===== config.mk =====
export PLATFORM = sky130hd
export DESIGN_NAME = pwm_meter
export DESIGN_NICKNAME = d
export VERILOG_FILES = /design/src/rtl/pwm_meter_pkg.sv /design/src/rtl/pwm_meter_edge.sv /design/src/rtl/pwm_meter_timer.sv /design/src/rtl/pwm_meter_burst.sv /design/src/rtl/pwm_meter.sv
export SDC_FILE = /design/constraint.sdc
export NUM_CORES = 1
export LEC_CHECK = 0
export CELL_PAD_IN_SITES_DETAIL_PLACEMENT = 0
export CELL_PAD_IN_SITES_GLOBAL_PLACEMENT = 1
export CORE_MARGIN = 4
export CORE_UTILIZATION = 42
export DETAILED_ROUTE_END_ITERATION = 12
export PLACE_DENSITY = 0.89
export REMOVE_ABC_BUFFERS = 1
export SYNTH_ARGS = -nofsm -noshare
export SYNTH_HDL_FRONTEND = slang
export SYNTH_SLANG_ARGS = --single-unit

===== constraint.sdc =====
create_clock -name clk -period 4.5 [get_ports clk]
set_input_delay 0.9 -clock clk [delete_from_list [all_inputs] [get_ports clk]]
set_output_delay 0.9 -clock clk [all_outputs]
set_load 0.01 [all_outputs]

===== src/rtl/pwm_meter_pkg.sv =====
`timescale 1ns/1ps
package pwm_meter_pkg;

  typedef enum logic [1:0] {
    MODE_IDLE  = 2'd0,
    MODE_CONT  = 2'd1,
    MODE_BURST = 2'd2
  } mode_e;

  typedef enum logic [1:0] {
    ST_IDLE  = 2'd0,
    ST_CONT  = 2'd1,
    ST_BURST = 2'd2,
    ST_BUSY  = 2'd3
  } state_e;

  // Raw select code to mode; the unused code maps to idle.
  function automatic mode_e decode_mode(input logic [1:0] raw);
    case (raw)
      2'd1:    return MODE_CONT;
      2'd2:    return MODE_BURST;
      default: return MODE_IDLE;
    endcase
  endfunction

endpackage


===== src/rtl/pwm_meter_edge.sv =====
`timescale 1ns/1ps
module pwm_meter_edge #(
  parameter int SYNC_STAGES = 2
) (
  input  logic clk,
  input  logic rst_n,
  input  logic pin_a,
  input  logic pin_b,
  input  logic swap,
  output logic rise,
  output logic fall
);
  localparam int CHAIN = SYNC_STAGES + 1;

  logic [1:0] pins;
  logic [1:0] lvl_now;
  logic [1:0] lvl_old;

  assign pins = {pin_b, pin_a};

  for (genvar g = 0; g < 2; g++) begin : g_pin
    logic [CHAIN-1:0] chain;
    always_ff @(posedge clk or negedge rst_n) begin
      if (!rst_n) chain <= '0;
      else        chain <= {chain[CHAIN-2:0], pins[g]};
    end
    assign lvl_now[g] = chain[CHAIN-2];
    assign lvl_old[g] = chain[CHAIN-1];
  end

  logic [1:0] up;
  logic [1:0] down;
  assign up   = lvl_now & ~lvl_old;
  assign down = ~lvl_now & lvl_old;

  always_comb begin
    if (swap) begin
      rise = up[1];
      fall = down[0];
    end else begin
      rise = up[0];
      fall = down[1];
    end
  end
endmodule


===== src/rtl/pwm_meter_timer.sv =====
`timescale 1ns/1ps
module pwm_meter_timer #(
  parameter int CNT_W = 32
) (
  input  logic             clk,
  input  logic             rst_n,
  input  logic             run,
  input  logic             clear,
  input  logic             rise,
  input  logic             fall,
  output logic             take,
  output logic [CNT_W-1:0] meas,
  output logic [CNT_W-1:0] hi_held
);
  logic [CNT_W-1:0] cnt;

  // Cycles elapsed including the current one; wraps modulo 2^CNT_W.
  assign meas = cnt + CNT_W'(1);
  assign take = run & rise;

  always_ff @(posedge clk or negedge rst_n) begin
    if (!rst_n) begin
      cnt     <= '0;
      hi_held <= '0;
    end else if (clear) begin
      cnt     <= '0;
      hi_held <= '0;
    end else if (!run) begin
      cnt <= '0;
    end else begin
      if (rise) cnt <= '0;
      else      cnt <= meas;
      if (fall) hi_held <= meas;
    end
  end
endmodule


===== src/rtl/pwm_meter_burst.sv =====
`timescale 1ns/1ps
module pwm_meter_burst #(
  parameter int CNT_W  = 32,
  parameter int BCNT_W = 16,
  parameter int ACC_W  = 64
) (
  input  logic              clk,
  input  logic              rst_n,
  input  logic              start,
  input  logic [BCNT_W-1:0] target,
  input  logic              take,
  input  logic [CNT_W-1:0]  per,
  input  logic [CNT_W-1:0]  hi,
  output logic              done,
  output logic [BCNT_W-1:0] count,
  output logic [ACC_W-1:0]  psum,
  output logic [ACC_W-1:0]  hsum
);
  logic [BCNT_W-1:0] tgt_q;
  logic              skip_q;
  logic [BCNT_W-1:0] count_nx;
  logic              hit;

  assign count_nx = count + BCNT_W'(1);
  assign hit      = (count_nx == tgt_q) || (tgt_q == '0);
  assign done     = take && !skip_q && hit;

  always_ff @(posedge clk or negedge rst_n) begin
    if (!rst_n) begin
      tgt_q  <= '0;
      skip_q <= 1'b0;
      count  <= '0;
      psum   <= '0;
      hsum   <= '0;
    end else if (start) begin
      tgt_q  <= target;
      skip_q <= 1'b1;
      count  <= '0;
      psum   <= '0;
      hsum   <= '0;
    end else if (take) begin
      if (skip_q) begin
        skip_q <= 1'b0;
      end else begin
        count <= count_nx;
        psum  <= psum + ACC_W'(per);
        hsum  <= hsum + ACC_W'(hi);
      end
    end
  end
endmodule


===== src/rtl/pwm_meter.sv =====
`timescale 1ns/1ps
module pwm_meter
  import pwm_meter_pkg::*;
#(
  parameter int CNT_W       = 32,
  parameter int BCNT_W      = 16,
  parameter int ACC_W       = 64,
  parameter int SYNC_STAGES = 2,
  parameter int CLK_MHZ     = 200,
  parameter int MHZ_W       = 16
) (
  input  logic              clk,
  input  logic              rst_n,
  input  logic              pin_a,
  input  logic              pin_b,
  input  logic              swap_sel,
  input  logic [1:0]        mode_sel,
  input  logic [BCNT_W-1:0] burst_target,
  output logic [CNT_W-1:0]  pair_period,
  output logic [CNT_W-1:0]  pair_high,
  output logic              pair_stb,
  output logic              busy,
  output logic              rpt_valid,
  input  logic              rpt_ready,
  output logic [BCNT_W-1:0] rpt_count,
  output logic [ACC_W-1:0]  rpt_period_sum,
  output logic [ACC_W-1:0]  rpt_high_sum,
  output logic [MHZ_W-1:0]  rpt_clk_mhz
);
  state_e st;
  mode_e  mode_q;
  mode_e  req;
  logic   chg;
  logic   run;
  logic   rise, fall, take;
  logic   b_done;
  logic [CNT_W-1:0] meas;
  logic [CNT_W-1:0] hi_held;

  assign req = decode_mode(mode_sel);
  // Mode changes wait while a report is pending.
  assign chg = (req != mode_q) && (st != ST_BUSY);
  assign run = ((st == ST_CONT) || (st == ST_BURST)) && !chg;

  pwm_meter_edge #(.SYNC_STAGES(SYNC_STAGES)) u_edge (
    .clk  (clk),
    .rst_n(rst_n),
    .pin_a(pin_a),
    .pin_b(pin_b),
    .swap (swap_sel),
    .rise (rise),
    .fall (fall)
  );

  pwm_meter_timer #(.CNT_W(CNT_W)) u_timer (
    .clk    (clk),
    .rst_n  (rst_n),
    .run    (run),
    .clear  (chg),
    .rise   (rise),
    .fall   (fall),
    .take   (take),
    .meas   (meas),
    .hi_held(hi_held)
  );

  pwm_meter_burst #(.CNT_W(CNT_W), .BCNT_W(BCNT_W), .ACC_W(ACC_W)) u_burst (
    .clk   (clk),
    .rst_n (rst_n),
    .start (chg && (req == MODE_BURST)),
    .target(burst_target),
    .take  (take && (st == ST_BURST)),
    .per   (meas),
    .hi    (hi_held),
    .done  (b_done),
    .count (rpt_count),
    .psum  (rpt_period_sum),
    .hsum  (rpt_high_sum)
  );

  always_ff @(posedge clk or negedge rst_n) begin
    if (!rst_n) begin
      st          <= ST_IDLE;
      mode_q      <= MODE_IDLE;
      pair_period <= '0;
      pair_high   <= '0;
      pair_stb    <= 1'b0;
      rpt_valid   <= 1'b0;
    end else begin
      pair_stb <= 1'b0;
      if (chg) begin
        mode_q <= req;
        case (req)
          MODE_CONT: begin
            st          <= ST_CONT;
            pair_period <= '0;
            pair_high   <= '0;
          end
          MODE_BURST: st <= ST_BURST;
          default:    st <= ST_IDLE;
        endcase
      end else begin
        case (st)
          ST_CONT: if (take) begin
            pair_period <= meas;
            pair_high   <= hi_held;
            pair_stb    <= 1'b1;
          end
          ST_BURST: if (b_done) begin
            st        <= ST_BUSY;
            rpt_valid <= 1'b1;
          end
          ST_BUSY: if (rpt_ready) begin
            st        <= ST_IDLE;
            rpt_valid <= 1'b0;
          end
          default: ;
        endcase
      end
    end
  end

  assign busy        = (st == ST_BURST) || (st == ST_BUSY);
  assign rpt_clk_mhz = MHZ_W'(CLK_MHZ);
endmodule


==> run metrics <==
ys async rst share=100%; top_reg_cell synth=dfrtp_1; Simple-Gate Fraction of Synth Area=roughly a fifth; Die ar.=roughly 44000 µm²; Flop pwr share=about two fifths; worst path required time=a little under 5 ns; crit end category=flip-flop; Ant. Diodes=0; WHS Path Cells=0; vias=between 15000 and 20000; power share of the combinational group=roughly a fifth; total gr overflow=0; gr usage total=23.1%; largest net degree at the start of global routing=~120; layout cell share with drive strength beyond 1=7.66%; Synth Cell Area=between 15000 and 20000 µm²; initial antenna violation count=1; number of global-route vias before repair=around 15000; Max Clk Rate=234 MHz; Finished Cell Area=approximately 22000 µm²; beginning of the critical path=u_timer.cnt[10]$_DFF_PN0_; Synth Area in Adders=5.83%; Remaining DRCs=0; largest family of logic cells by synthesized area=simple AND/OR/NAND/NOR gates; Layout fillers=about 3600; post-synth cell types=81; Placed Area=just over 20000 µm²; yosys warns=0; post-route clock skew=roughly 0.022 ns; post-route minimum period=4.28 ns; worst hold slack=between 0.3 and 0.4 ns; Chip Height=between 200 and 250 µm; final setup violation count=0; post-DR wirelength/cell=between 15 and 20 µm; Gate Count Post-Synth=between 1500 and 2000; Row Count=73; most common cell in the synthesized netlist=dfrtp_1; H-tree levels=2; Max Cap Viol=0; RR Startpoint=u_timer.cnt[10]$_DFF_PN0_; CTS Buffer Depth=3; fin. max-slew vios=0; final cycle utilization of the critical path=approximately 95%; relative slew slack=22.3%; mux share of post-synthesis cell area=0.647%; Seq cells post-synth=around 300; DP HPWL=~38000 µm; clock sink count=301; number of synthesized flops with an enable pin=0; Worst-path clk slew=0.06 ns; initial DRC count=1050; Reg2Reg Depth=15; post-synthesis cell type with the largest combined area=dfrtp_1; Setup crit start kind=flip-flop; peak supply drop=about 0.24 mV; final hold vios=0; cell at the slowest stage of the critical path=or4b_1; Die X=between 200 and 250 µm; Clock power frac=between 30% and 40%; Clock Tree Root=clkbuf_16; routed vias/inst=5.62; critical path buffer and inverter count=1; CTS Buf Count=37; Skew-Pair Late Insertion Delay=0.54 ns; Routability Congestion=0.881; Initial Utilization=between 40% and 50%; Area Overhead vs Synth=25.3%; top cell type's share of synthesized area=43.7%; drt total wl=52700 µm; io pins=around 250; Util after Layout=between 50% and 60%; Avg Cell Area, Syn=around 9 µm²; First-pass DRT Iterations=5; actual slew at the worst max-slew pin=about 1.2 ns; WS Path Type=reg2reg; Hold Crit Class=reg2reg; register area share after synthesis=between 40% and 50%; Compound-Gate Fraction of Synth Area=between 10% and 20%; first-pass GRT wire length=between 80000 and 90000 µm; critical path depth in cells=15; Post-synth top cells=dfrtp_1, nand2_1, nand3_1; worst path cell trace=nand4_1, nor2_2, and4_1, nand3_1, nor2_1, xnor2_1, inv_1, ha_1, nand4_1, or3_1, or3_1, o211a_4, nand2_2, or4b_1, mux2i_1; arrival time worst endpoint=between 4 and 5 ns; Port Buffers=approximately 230; Synth area leaders=dfrtp_1, ha_1, nand3_1; Switching Share=32.3%; nets@finish=~2300; status=finished, final reports clean; core area=about 40000 µm²; Pint=roughly 0.0053 W; Pleak=about 9.8 nW; Final ANT Viol Nets=0; HP Start=u_edge.g_pin[1].chain[0]$_DFF_PN0_; maximum fanout along the worst path=11; pwr dens=between 300 and 400 nW/µm²; Crit path largest cell delay=0.46 ns; Psw=around 0.0025 W; Synth Area in XOR/XNOR=~7.3%; Top delay family on crit path=simple AND/OR/NAND/NOR gates; CTS tree=yes
-- cells by family (layout without fill, tap and decap cells) --
logic type | after synthesis | after routing
flops | 301 | 301
simple gates | 765 | 765
mux | 11 | 11
xor+xnor | 144 | 144
buf+inv | 174 | 418
other cells | 2 | 16
fa+ha+maj | 79 | 79
compound gates | 458 | 458
-- final timing paths --
kind                       slack [ns]                                 end
max                              0.22        u_burst.psum[63]$_DFFE_PN0P_
min                              0.35  u_edge.g_pin[1].chain[1]$_DFF_PN0_
max reg2reg                      0.22        u_burst.psum[63]$_DFFE_PN0P_
min reg2reg                      0.35  u_edge.g_pin[1].chain[1]$_DFF_PN0_
max in group asynchronous        3.00         u_burst.hsum[1]$_DFFE_PN0P_
min in group asynchronous        0.47        u_burst.hsum[41]$_DFFE_PN0P_
-- cell usage in the layout, fill, tap and decap left out, types with 10 or more instances in the layout --
master,n
nand4_1,32
or3_1,17
a21o_1,42
mux2i_1,10
nor2_1,154
or4_1,12
a211oi_1,35
inv_1,58
ha_1,76
xor2_1,67
xnor2_1,77
o21bai_1,16
clkbuf_16,37
nor2b_1,14
clkdlybuf4s50_1,233
o31ai_1,21
nand2_1,225
nand3_1,184
conb_1,16
a21oi_1,95
nand2b_1,13
dfrtp_1,301
o21ai_0,156
buf_4,56
nor4_1,11
o211ai_1,14
a31oi_1,13
nor3_1,24
and3_1,31
-- state kept, by name, indices dropped and copies added (netlist names) --
signal / flops
u_burst.skip_q: 1
st: 2
u_timer.hi_held: 32
pair_stb: 1
rpt_valid: 1
u_burst.psum: 64
u_edge.g_pin.chain: 6
u_burst.count: 16
u_burst.hsum: 64
pair_high: 32
u_burst.tgt_q: 16
mode_q: 2
pair_period: 32
u_timer.cnt: 32
-- power groups by stage --
| stage | Combinational, W | Sequential [W] | Clock, W |
|---|---|---|---|
| 3_5_place_dp | 0.00163 | 0.00323 | 0 |
| 2_1_floorplan | 0.00101 | 0.00315 | 0 |
| 4_1_cts | 0.00164 | 0.00319 | 0.00308 |
| 6_report | 0.00164 | 0.00319 | 0.00301 |
| 3_3_place_gp | 0.00159 | 0.00322 | 0 |
| 5_1_grt | 0.00181 | 0.00322 | 0.00320 |
-- stage by stage --
step,TNS (ns),setup WS [ns],instances,power (W)
floorplan,-197.49,-3.31,1832,0.00416
global placement,0,0.317,2650,0.00481
detailed placement,0,0.203,2650,0.00486
CTS,0,0.146,2716,0.00791
global route,-0.297,-0.0563,2717,0.00823
finish,0,0.224,2717,0.00784
-- area by class of cell --
cell class	count	area, µm²	area share (%)
Timing Repair Buffer	294	2850	13.2
Multi-Input combinational cell	1473	9090	42.1
Inverter	58	218	1.01
Clock inverter	20	225	1.04
Tap cell	525	657	3.05
Sequential cell	301	7530	34.9
Clock buffer	46	1000	4.63
-- timing repair --
| action | 4_1_cts | 5_1_grt |
|---|---|---|
| endpoints found under the setup margin | 0 | 15 |
| hold buffers | 0 | 0 |
| buffers inserted | 0 | 1 |
| gates resized for setup | 0 | 10 |
-- metal layers --
layer  part of all wire, %  vias to the layer above  wire length, µm  GRT usage [%]
li1                      -                     7293                -              -
met1                    46                     7454            24000           32.7
met2                    46                      438            24400           37.0
met3                   5.3                       94             2820           3.84
met4                   2.8                        0             1490           6.68
met5                     0                        -                0              0
No activity file was read; power rests on OpenSTA's default activity.
